File: config.mk
export PLATFORM = sky130hd
export DESIGN_NAME = abuf_dma
export DESIGN_NICKNAME = d
export VERILOG_FILES = /design/src/rtl/abuf_pkg.sv /design/src/rtl/abuf_ptr.sv /design/src/rtl/abuf_dpath.sv /design/src/rtl/abuf_ctrl.sv /design/src/rtl/abuf_dma.sv
export SDC_FILE = /design/constraint.sdc
export NUM_CORES = 1
export LEC_CHECK = 0
export BUFFER_PORTS_ARGS = -buffer_cell sky130_fd_sc_hd__buf_2
export CORE_ASPECT_RATIO = 1.75
export CORE_MARGIN = 4
export CORE_UTILIZATION = 56
export CTS_CLUSTER_DIAMETER = 150
export DETAILED_ROUTE_END_ITERATION = 8
export PLACE_DENSITY = 0.9
export SKIP_CTS_REPAIR_TIMING = 1
export SLEW_MARGIN = 20
export SYNTH_ARGS = -nofsm -noshare
export SYNTH_HDL_FRONTEND = slang
export SYNTH_HIERARCHICAL = 1
export SYNTH_SLANG_ARGS = --single-unit
File: constraint.sdc
create_clock -name clk -period 3.1 [get_ports clk]
set_input_delay 0.31 -clock clk [delete_from_list [all_inputs] [get_ports clk]]
set_output_delay 0.31 -clock clk [all_outputs]
set_load 0.01 [all_outputs]
File: src/rtl/abuf_pkg.sv
package abuf_pkg;

  // Strobes from the control to the datapath, all valid for one cycle.
  typedef struct packed {
    logic rxLoad;     // sample receive base and length, clear index
    logic txLoad;     // sample transmit base and length, clear index
    logic rxCapture;  // latch the incoming receive word
    logic rxWrite;    // issue the receive memory write and step the index
    logic txRead;     // issue the transmit memory read and step the index
  } abufStrobes_t;

endpackage

File: src/rtl/abuf_ptr.sv
module abuf_ptr #(
  parameter int AddrW = 11
) (
  input  logic             clk,
  input  logic             rstN,
  input  logic             load,
  input  logic             step,
  input  logic [AddrW-1:0] startIn,
  input  logic [AddrW-1:0] lenM1In,
  output logic [AddrW-1:0] addr,
  output logic             atHalf,
  output logic             atEnd
);
  localparam int LenW = AddrW + 1;

  logic [AddrW-1:0] startQ, lenM1Q, idxQ;
  logic [LenW-1:0]  halfIdx;

  always_ff @(posedge clk) begin
    if (!rstN) begin
      startQ <= '0;
      lenM1Q <= '0;
      idxQ   <= '0;
    end else if (load) begin
      startQ <= startIn;
      lenM1Q <= lenM1In;
      idxQ   <= '0;
    end else if (step) begin
      idxQ <= atEnd ? '0 : idxQ + AddrW'(1);
    end
  end

  always_comb begin
    halfIdx = (({1'b0, lenM1Q} + LenW'(1)) >> 1) - LenW'(1);
    addr    = startQ + idxQ;
    atEnd   = (idxQ == lenM1Q);
    atHalf  = (lenM1Q != '0) && ({1'b0, idxQ} == halfIdx);
  end

  // the index never leaves the programmed buffer
  p_idx_in_range_r2: assert property (@(posedge clk) disable iff (!rstN)
    idxQ <= lenM1Q);

  // stepping past the last slot lands on the base address
  p_wrap_to_base_r2: assert property (@(posedge clk) disable iff (!rstN)
    (step && atEnd && !load) |=> (addr == startQ));

  // the half point and the end point are never the same slot
  p_half_not_end_r4: assert property (@(posedge clk) disable iff (!rstN)
    atHalf |-> !atEnd);

endmodule

File: src/rtl/abuf_dpath.sv
module abuf_dpath import abuf_pkg::*; #(
  parameter int AddrW = 11,
  parameter int DataW = 16
) (
  input  logic             clk,
  input  logic             rstN,
  input  abufStrobes_t     stb,
  input  logic [AddrW-1:0] rxStart,
  input  logic [AddrW-1:0] rxLenM1,
  input  logic [AddrW-1:0] txStart,
  input  logic [AddrW-1:0] txLenM1,
  input  logic [DataW-1:0] rxWord,
  output logic             rxAtHalf,
  output logic             rxAtEnd,
  output logic             txAtHalf,
  output logic             txAtEnd,
  output logic             memReq,
  output logic             memWe,
  output logic [AddrW-1:0] memAddr,
  output logic [DataW-1:0] memWdata
);
  logic [AddrW-1:0] rxAddr, txAddr;
  logic [DataW-1:0] rxDataQ;

  abuf_ptr #(.AddrW(AddrW)) i_rxPtr (
    .clk(clk), .rstN(rstN), .load(stb.rxLoad), .step(stb.rxWrite),
    .startIn(rxStart), .lenM1In(rxLenM1),
    .addr(rxAddr), .atHalf(rxAtHalf), .atEnd(rxAtEnd)
  );

  abuf_ptr #(.AddrW(AddrW)) i_txPtr (
    .clk(clk), .rstN(rstN), .load(stb.txLoad), .step(stb.txRead),
    .startIn(txStart), .lenM1In(txLenM1),
    .addr(txAddr), .atHalf(txAtHalf), .atEnd(txAtEnd)
  );

  always_ff @(posedge clk) begin
    if (!rstN)              rxDataQ <= '0;
    else if (stb.rxCapture) rxDataQ <= rxWord;
  end

  always_comb begin
    memReq   = stb.rxWrite | stb.txRead;
    memWe    = stb.rxWrite;
    memAddr  = stb.rxWrite ? rxAddr : txAddr;
    memWdata = rxDataQ;
  end

  // the port carries one access at a time
  p_single_access_r10: assert property (@(posedge clk) disable iff (!rstN)
    !(stb.rxWrite && stb.txRead));

endmodule

File: src/rtl/abuf_ctrl.sv
module abuf_ctrl import abuf_pkg::*; (
  input  logic         clk,
  input  logic         rstN,
  input  logic         rxEnable,
  input  logic         txEnable,
  input  logic         rxAutoStop,
  input  logic         txAutoStop,
  input  logic         rxWordValid,
  input  logic         txWordTaken,
  input  logic         rxAtHalf,
  input  logic         rxAtEnd,
  input  logic         txAtHalf,
  input  logic         txAtEnd,
  output abufStrobes_t stb,
  output logic         txLoad,
  output logic         rxIrq,
  output logic         txIrq,
  output logic         rxHalf,
  output logic         txHalf
);
  logic rxEnQ, txEnQ, rxActiveQ, txActiveQ;
  logic rxPendQ, txNeedQ, txRdQ;
  logic rxIrqQ, txIrqQ, rxHalfQ, txHalfQ;
  logic rxRise, txRise, rxAccept;

  always_comb begin
    rxRise        = rxEnable & ~rxEnQ;
    txRise        = txEnable & ~txEnQ;
    rxAccept      = rxActiveQ & rxWordValid;
    stb.rxLoad    = rxRise;
    stb.txLoad    = txRise;
    stb.rxCapture = rxAccept;
    stb.rxWrite   = rxPendQ;
    stb.txRead    = txActiveQ & txNeedQ & ~rxPendQ;
  end

  always_ff @(posedge clk) begin
    if (!rstN) begin
      rxEnQ <= 1'b0;  txEnQ <= 1'b0;
      rxActiveQ <= 1'b0;  txActiveQ <= 1'b0;
      rxPendQ <= 1'b0;  txNeedQ <= 1'b0;  txRdQ <= 1'b0;
      rxIrqQ <= 1'b0;  txIrqQ <= 1'b0;
      rxHalfQ <= 1'b0;  txHalfQ <= 1'b0;
    end else begin
      rxEnQ   <= rxEnable;
      txEnQ   <= txEnable;
      rxPendQ <= rxAccept;
      txRdQ   <= stb.txRead;
      txNeedQ <= txRise | (txNeedQ & ~stb.txRead) | (txActiveQ & txWordTaken);

      if (rxRise)                                     rxActiveQ <= 1'b1;
      else if (!rxEnable)                             rxActiveQ <= 1'b0;
      else if (stb.rxWrite && rxAtEnd && rxAutoStop)  rxActiveQ <= 1'b0;

      if (txRise)                                     txActiveQ <= 1'b1;
      else if (!txEnable)                             txActiveQ <= 1'b0;
      else if (stb.txRead && txAtEnd && txAutoStop)   txActiveQ <= 1'b0;

      rxIrqQ <= stb.rxWrite & (rxAtHalf | rxAtEnd);
      if (stb.rxWrite && (rxAtHalf || rxAtEnd)) rxHalfQ <= rxAtHalf;

      txIrqQ <= stb.txRead & (txAtHalf | txAtEnd);
      if (stb.txRead && (txAtHalf || txAtEnd)) txHalfQ <= txAtHalf;
    end
  end

  always_comb begin
    txLoad = txRdQ;
    rxIrq  = rxIrqQ | (~rxActiveQ & rxWordValid);
    txIrq  = txIrqQ | (~txActiveQ & txWordTaken);
    rxHalf = rxHalfQ;
    txHalf = txHalfQ;
  end

  // an accepted receive word is written in the next cycle
  p_rx_write_next_r2: assert property (@(posedge clk) disable iff (!rstN)
    (rxActiveQ && rxWordValid) |=> stb.rxWrite);

  // auto-stop ends receive activity at the last slot
  p_rx_autostop_r5: assert property (@(posedge clk) disable iff (!rstN)
    (stb.rxWrite && rxAtEnd && rxAutoStop && !rxRise) |=> !rxActiveQ);

  // auto-stop ends transmit activity at the last slot
  p_tx_autostop_r8: assert property (@(posedge clk) disable iff (!rstN)
    (stb.txRead && txAtEnd && txAutoStop && !txRise) |=> !txActiveQ);

  // a transmit fetch blocked by a receive write is issued next
  p_tx_deferred_r10: assert property (@(posedge clk) disable iff (!rstN)
    (rxPendQ && txActiveQ && txNeedQ && txEnable && !rxWordValid) |=> stb.txRead);

endmodule

File: src/rtl/abuf_dma.sv
module abuf_dma import abuf_pkg::*; #(
  parameter int AddrW = 11,
  parameter int DataW = 16
) (
  input  logic             clk,
  input  logic             rstN,
  input  logic             rxEnable,
  input  logic             txEnable,
  input  logic             rxAutoStop,
  input  logic             txAutoStop,
  input  logic [AddrW-1:0] rxStart,
  input  logic [AddrW-1:0] rxLenM1,
  input  logic [AddrW-1:0] txStart,
  input  logic [AddrW-1:0] txLenM1,
  input  logic             rxWordValid,
  input  logic [DataW-1:0] rxWord,
  input  logic             txWordTaken,
  output logic             txLoad,
  output logic [DataW-1:0] txWord,
  output logic             memReq,
  output logic             memWe,
  output logic [AddrW-1:0] memAddr,
  output logic [DataW-1:0] memWdata,
  input  logic [DataW-1:0] memRdata,
  output logic             rxIrq,
  output logic             txIrq,
  output logic             rxHalf,
  output logic             txHalf
);
  abufStrobes_t stb;
  logic rxAtHalf, rxAtEnd, txAtHalf, txAtEnd;

  abuf_ctrl i_ctrl (
    .clk(clk), .rstN(rstN),
    .rxEnable(rxEnable), .txEnable(txEnable),
    .rxAutoStop(rxAutoStop), .txAutoStop(txAutoStop),
    .rxWordValid(rxWordValid), .txWordTaken(txWordTaken),
    .rxAtHalf(rxAtHalf), .rxAtEnd(rxAtEnd),
    .txAtHalf(txAtHalf), .txAtEnd(txAtEnd),
    .stb(stb), .txLoad(txLoad),
    .rxIrq(rxIrq), .txIrq(txIrq), .rxHalf(rxHalf), .txHalf(txHalf)
  );

  abuf_dpath #(.AddrW(AddrW), .DataW(DataW)) i_dpath (
    .clk(clk), .rstN(rstN), .stb(stb),
    .rxStart(rxStart), .rxLenM1(rxLenM1),
    .txStart(txStart), .txLenM1(txLenM1),
    .rxWord(rxWord),
    .rxAtHalf(rxAtHalf), .rxAtEnd(rxAtEnd),
    .txAtHalf(txAtHalf), .txAtEnd(txAtEnd),
    .memReq(memReq), .memWe(memWe), .memAddr(memAddr), .memWdata(memWdata)
  );

  assign txWord = memRdata;

  // the word fetched for transmit is offered exactly one cycle later
  p_tx_load_follows_read_r6: assert property (@(posedge clk) disable iff (!rstN)
    (memReq && !memWe) |=> txLoad);

endmodule

Yosys cells after proc, flatten, opt, wreduce, memory -nomap -nowiden
Index checks and enable logic that the tools add are counted.

Bits of input ports: 84. Bits in registers: 93. Output and inout port bits: 50. Word-level logic and storage cells: 80.

Muxes and demuxes: 9. Equality and inequality tests: 6. Reduce and logical (&&, ||, !) cells: 14. $add $sub $neg: 8. Bitwise operators: 25.

Operators by type and width (number): 11-bit 2-to-1 mux (3); 11-bit by 1-bit adder with 12-bit output, second input constant (2); 11-bit by 12-bit equality test with 1-bit output (2); 11-bit by 1-bit subtractor with 12-bit output, second input constant (2); 11-bit by 1-bit adder with 11-bit output, second input constant (2); 11-bit adder (2); 11-bit equality test (2); 11-bit nonzero test (2); 1-bit bitwise AND (11); 1-bit logical AND (8); 1-bit inverter (7); 1-bit OR (7); 1-bit 2-to-1 mux (6); 3-bit by 1-bit inequality test with 1-bit output, second input constant (2); 2-bit OR reduction (2); 1-bit logical OR (2).

Longest topological paths before layout
Gate-level depths: netlist (run 1).

Word-level depth: 7. Gate-level depth with buffers: 14. Depth with buffers taken out: 13.

Hierarchy
Netlist (run 1), hierarchy kept.

By module, submodules not included: abuf_ptr (area an instance 2656.3 µm², seq. area each 660.6 µm², cells an instance 311, times used 2); abuf_dpath (area an instance 760.7 µm², seq. area each 320.3 µm², cells an instance 65, times used 1); abuf_ctrl (area an instance 440.4 µm², seq. area each 220.2 µm², cells an instance 45, times used 1); abuf_dma (area an instance 120.1 µm², seq. area each 0.0 µm², cells an instance 16, times used 1).

Least setup slack after synthesis (run 1)
Ideal clock, no wire load.

Path type: reg2out. Start point: register i_dpath.i_rxPtr.idxQ[0]. End point: output memAddr[10]. Slack: 0.500 ns. Path buffers: 0. Arrival: 2.290 ns. Required time: 2.790 ns. Cell stages (with the launch flop): 12. Path through: dfxtp_1 ha_1 inv_1 fa_1 nor2b_1 o21ai_0 a21boi_0 o21ai_0 a21oi_1 o2111a_1 a211oi_1 mux2_2.

Cells in the longest elaborated chain, start to end: 2.

RTL lines: start: declaration (RTL line abuf_ptr.sv:16) `logic [AddrW-1:0] startQ, lenM1Q, idxQ;`; start signal: assignment (RTL line abuf_ptr.sv:29) `idxQ <= atEnd ? '0 : idxQ + AddrW'(1);`; 11-bit adder (RTL line abuf_ptr.sv:35) `addr = startQ + idxQ;`; via i_dpath.rxAddr[10] (RTL line abuf_dpath.sv:22) `logic [AddrW-1:0] rxAddr, txAddr;`; 11-bit 2-to-1 mux (RTL line abuf_dpath.sv:45) `memAddr = stb.rxWrite ? rxAddr : txAddr;`; end: declaration (RTL line abuf_dma.sv:22) `output logic [AddrW-1:0] memAddr,`.

The timed path passes the listed nets, and every way through them passes these cells.

Final worst setup path (run 1)
Ends and elaborated chain as after synthesis.

==> impl_metrics.ini, run 1 <==
[placement]
place_congestion = 0.914
port_buffers = 101
dp_hpwl_um = 12700

[synth]
synth_edf_count = 0
synth_mux_area_share_pct = 11.6
synth_adder_area_share_pct = 5.88
synthXorXnorAreaFrac_pct = 13.7
yosysMostFrequentCell = dfxtp_1
synth_common_cells = 93 x dfxtp_1, 65 x nor2b_1, 64 x xnor2_1, 62 x mux2i_1, 40 x xor2_1
yosys_most_used_dff = dfxtp_1
synth.distinct_cells = 59
yosys.area.top_type = dfxtp_1
syn-instance-count = 748
synthesis.nets = 862
synthesis.area_um2 = 6630
synth-compound-area-share_pct = 11.6
synth_area_leaders = dfxtp_1 28%, mux2i_1 9.4%, xnor2_1 8.4%
yosysSeqAreaShare_pct = 28.1
ys_async_sr_fraction_pct = 0
synth_seq_cells = 93
avgSynthCellArea_um2 = 8.87
ys.warnings.count = 6
yosys.area_share.simple_pct = 21.2
synth_top_family_by_area = simple AND/OR/NAND/NOR gates
yosys.area.top_type_share_pct = 28.1

[cts]
clock_path_buffers = 2
cts_buffers = 9
clock_sinks = 93
h-tree-depth = 3
clk_pin_slew_worst_paths_ps = 70
clock_insertion_delay_worst_skew_ps = 340
cts_tree = done
clockRootBuffer = clkbuf_16

[sta]
setup_viol = 0
fin_skew_ps = 10.7
relSlewSlack_pct = 37.9
layout_min_cycle_time_ps = 3020
fmax_mhz = 331
tns_ps = 0
fin_crit_sh_pct = 97.4
worst_slew_pin_slew_ps = 931
finalMaxSlewViolations = 0
rsz0062_at_grt = no
hold_viol = 0

[setup_path]
crit_fanout = 2
critical_path_class = flip-flop to output port
cp.arrival_ps = 2710
required_ps = 2790
end_kind = output port
crit_path_start_kind = flip-flop

[detailed_routing]
drc = 0
ant_nets = 0
dr.pass1.iters = 5
vias = 5705
vias_per_cell = 6.01
wl_per_cell_um = 17.7
drt-total-wl_um = 16800
first_iter_violations = 421

[finish]
final_layout_size_suffix_gt1_share_pct = 22.1
fillers = 925
area_growth_syn_to_layout_pct = 11.1
finalNetCount = 924
antennaDiodeCount = 0

[global_route]
antenna_found_initial = 0
grt_pass1_vias = 5679
grt_use_total_pct = 24.1
grt-ovfl-total = 0
grt_pass1_wl_um = 27000
grt_max_degree = 41

[power]
total_power_w = 0.00305
power_density_nw_per_um2 = 414
leakagePower_nw = 3.12
peakVddDrop_mv = 0.346

[run]
drv_cap = 0

[floorplan]
die-area_um2 = 13700
die_w_um = 90.3
die_y_um = 152
initial_core_util_pct = 57.3
core.rowCount = 52
core_um2 = 11600
num_io_pins = 134

[outcome]
status = complete, no violations

[min_path]
hp-class = input pin to flip-flop
[worst max-delay path, stage by stage, from the launching register on]
cell and delay [ps]:
dfxtp_1 360, ha_2 190, inv_1 60, fa_2 370, nor2b_2 140, o21ai_1 100, a21boi_1 190, o21ai_1 130
a21oi_2 150, o2111a_1 200, a211oi_1 40, mux2_2 290, buf_2 140
[path summary, 6_finish.rpt]
kind	from	endpoint	depth (start not counted)	slack, ps
max reg2reg	i_dpath/i_txPtr/lenM1Q[1]	i_ctrl/txHalf	9	250
max	i_dpath/i_rxPtr/idxQ[0]	memAddr[10]	12	80
min reg2reg	i_ctrl/rxEnQ	i_ctrl/rxActiveQ	1	460
min	txAutoStop	i_ctrl/txActiveQ	2	210
[area by class of cell]
cell class | count | area [um^2] | share of cell area (%)
timing repair buffer | 118 | 633 | 8.59
tap | 135 | 169 | 2.29
clock inverter | 5 | 83.8 | 1.14
inverter | 27 | 101 | 1.37
clock buffer | 10 | 239 | 3.24
multi-input combinational | 561 | 4280 | 58.1
sequential | 93 | 1860 | 25.3
[state kept, by name, summed over array words and instances, names as in the netlist, 11 cells and up]
register	cells
i_dpath/memWdata	16
i_dpath/i_rxPtr/lenM1Q	11
i_dpath/i_txPtr/idxQ	11
i_dpath/i_txPtr/lenM1Q	11
i_dpath/i_rxPtr/startQ	11
i_dpath/i_txPtr/startQ	11
i_dpath/i_rxPtr/idxQ	11
[per-stage QoR]
step / cell area [um^2] / instances / setup slack [ps] / hold WS, ps / utilization (%)
after global routing: 7370 / 949 / 1.85 / 214 / 63.7
after detailed placement: 7010 / 934 / 240 / 451 / 60.5
after floorplan: 6630 / 748 / 500 / 417 / -
after global placement: 7010 / 934 / 385 / 444 / 60.5
final: 7370 / 949 / 81.6 / 211 / 63.7
after CTS: 7330 / 949 / -127 / 202 / 63.3
[kinds of logic (layout without fill, tap and decap cells)]
family	Yosys count	in the layout
buffers and inverters	94	160
multiplexers	75	75
AO/OA/AOI/OAI	105	105
adder cells (fa/ha/maj)	30	30
flip-flops	93	93
AND/OR/NAND/NOR	247	247
XOR/XNOR	104	104
[placed cells by master, fill, tap and decap left out, types with 8 or more instances in the layout]
master / n
buf_2: 101
dfxtp_1: 93
xnor2_1: 64
nor2b_1: 62
mux2i_1: 62
xor2_1: 40
nor2_1: 38
nand2_1: 37
inv_1: 27
ha_1: 26
nand4_1: 22
buf_4: 17
nand3_1: 15
and3_1: 15
mux2_2: 13
o21ai_0: 12
nor3_1: 12
a21oi_1: 10
clkbuf_16: 9
or4_1: 8
o211ai_1: 8
[routing by layer]
layer | vias up | GRT usage [%] | routed length [um]
met2 | 229 | 47.6 | 9380
met3 | 70 | 3.22 | 798
li1 | 2728 | - | -
met5 | - | 0 | 0
met4 | 0 | 15.3 | 1020
met1 | 2678 | 22.5 | 5620
[power breakdown]
part	leakage [nW]	switching, W	total, W	internal, W
Sequential	0.759	0.0000752	0.00132	0.00124
Clock	0.151	0.000470	0.00120	0.000727
Combinational	2.21	0.000278	0.000538	0.000261
Total	3.12	0.000823	0.00305	0.00223
(Power assumes the default switching activity.)
==> run 2: changes to the inputs <==
--- a/config.mk
+++ b/config.mk
@@ -8,10 +8,10 @@
 export BUFFER_PORTS_ARGS = -buffer_cell sky130_fd_sc_hd__buf_2
 export CORE_ASPECT_RATIO = 1.75
 export CORE_MARGIN = 4
-export CORE_UTILIZATION = 56
+export CORE_UTILIZATION = 61
 export CTS_CLUSTER_DIAMETER = 150
 export DETAILED_ROUTE_END_ITERATION = 8
-export PLACE_DENSITY = 0.9
+export PLACE_DENSITY = 0.95
 export SKIP_CTS_REPAIR_TIMING = 1
 export SLEW_MARGIN = 20
 export SYNTH_ARGS = -nofsm -noshare
==> constraint.sdc (replaced) <==
create_clock -name clk -period 3.6 [get_ports clk]
set_input_delay 0.36 -clock clk [delete_from_list [all_inputs] [get_ports clk]]
set_output_delay 0.36 -clock clk [all_outputs]
set_load 0.01 [all_outputs]
==> impl_metrics.ini, run 2 (same netlist as run 1, synthesis figures left out) <==
[outcome]
status = complete, no violations

[power]
seq_power_share_pct = 44.9
internal_power_w = 0.00183
power_density_nw_per_um2 = 354
sw_frac_of_total_pct = 28.2
leakagePower_nw = 3.04
peakVddDrop_mv = 0.312
p_switching_w = 0.000719
power_frac_clock_pct = 37.7
power_frac_comb_pct = 17.4

[cts]
cts_buffers = 9
cts_tree = done
clock_insertion_delay_worst_skew_ps = 340
clock_path_buffers = 2
clock_sinks = 93
h-tree-depth = 3
clk_pin_slew_worst_paths_ps = 60
clockRootBuffer = clkbuf_16

[finish]
area_growth_syn_to_layout_pct = 8.66
largest_register_ffs = 16
fillers = 784
multi_input_area_um2 = 4250
antennaDiodeCount = 0
layout_common_cells = 101 x buf_2, 92 x dfxtp_1, 64 x xnor2_1, 63 x nor2b_1, 62 x mux2i_1
mostFrequentLayoutCell = buf_2
finalNetCount = 911
seqCellArea_um2 = 1860
final_layout_size_suffix_gt1_share_pct = 19.5

[sta]
layout_min_cycle_time_ps = 3410
fmax_mhz = 293
setup_viol = 0
worst_slew_pin_slew_ps = 914
fin_crit_sh_pct = 94.7
fin_skew_ps = 6.83
hold_viol = 0
rsz0062_at_grt = no
finalMaxSlewViolations = 0
relSlewSlack_pct = 39.1
tns_ps = 0
setup_slack_ps = 189

[floorplan]
die-area_um2 = 12700
num_io_pins = 134
die_w_um = 86.8
initial_core_util_pct = 62.0
core_um2 = 10700
die_y_um = 146
core.rowCount = 50

[placement]
dp_hpwl_um = 12400
port_buffers = 101
dp_slack_ps = 559
place_congestion = 0.947

[global_route]
grt-ovfl-total = 0
antenna_found_initial = 0
grt_max_degree = 42
grt_pass1_wl_um = 27200
grt_pass1_vias = 5755
grt_use_total_pct = 26.8

[detailed_routing]
ant_nets = 0
drc = 0
vias = 5685
dr.pass1.iters = 5
wl_per_cell_um = 17.9
first_iter_violations = 307
drt-total-wl_um = 16700
vias_per_cell = 6.10

[setup_path]
end_kind = output port
required_ps = 3240
crit_path_start_kind = flip-flop
critical_path_class = flip-flop to output port
ff2ff_path_depth = 10
cp.arrival_ps = 3050
crit_fanout = 7

[min_path]
hp-class = input pin to flip-flop
holdPathStages = 2

[run]
drv_cap = 0
==> run 2: worst paths after layout <==
check / from / endpoint / slack (ps)
min reg2reg: i_ctrl/txNeedQ / i_ctrl/txNeedQ / 480
max reg2reg: i_dpath/i_rxPtr/lenM1Q[0] / i_ctrl/rxHalf / 560
min: txAutoStop / i_ctrl/txActiveQ / 260
max: i_dpath/i_txPtr/idxQ[0] / memAddr[10] / 190
==> run 2: power groups by stage <==
| stage | sequential (W) | combinational [W] | clock [W] |
|---|---|---|---|
| 4_1_cts | 0.00114 | 0.000443 | 0.000978 |
| 3_5_place_dp | 0.00116 | 0.000439 | 0 |
| 2_1_floorplan | 0.00111 | 0.000386 | 0 |
| 5_1_grt | 0.00115 | 0.000490 | 0.00102 |
| 3_3_place_gp | 0.00116 | 0.000425 | 0 |
| 6_report | 0.00114 | 0.000444 | 0.000961 |
==> run 2: layer usage <==
metal / track usage, % / vias to the layer above / wire [um]
li1: - / 2700 / -
met1: 26.5 / 2679 / 5620
met2: 49.8 / 222 / 9260
met3: 4.53 / 84 / 799
met4: 15.7 / 0 / 1000
met5: 0 / - / 0
==> run 2: stage by stage <==
step                instances  utilization (%)  instance area (um^2)  power (W)  hold slack [ps]
floorplan                 748                -                  6630    0.00150              417
global placement          916             64.6                  6910    0.00159              448
detailed placement        916             64.6                  6910    0.00160              459
CTS                       932             67.4                  7210    0.00256              247
global route              932             67.4                  7210    0.00266              242
finish                    932             67.4                  7210    0.00255              257
==> run 2: area by class of cell <==
class	count	share of cell area [%]
Inverter	27	1.41
Multi-Input combinational cell	561	58.9
Sequential cell	93	25.8
Timing Repair Buffer	105	7.43
Clock inverter	6	0.989
Clock buffer	10	3.18
Tap cell	130	2.26
==> run 2: worst max-delay path, cell delays in order, from the launching register on <==
cell	delay [ps]
dfxtp_1	490
ha_1	230
inv_1	50
fa_1	390
nor2b_1	130
o21ai_0	90
a21boi_0	250
o21ai_0	150
a21oi_1	230
o2111a_1	230
a211oi_1	50
mux2_2	270
buf_2	140
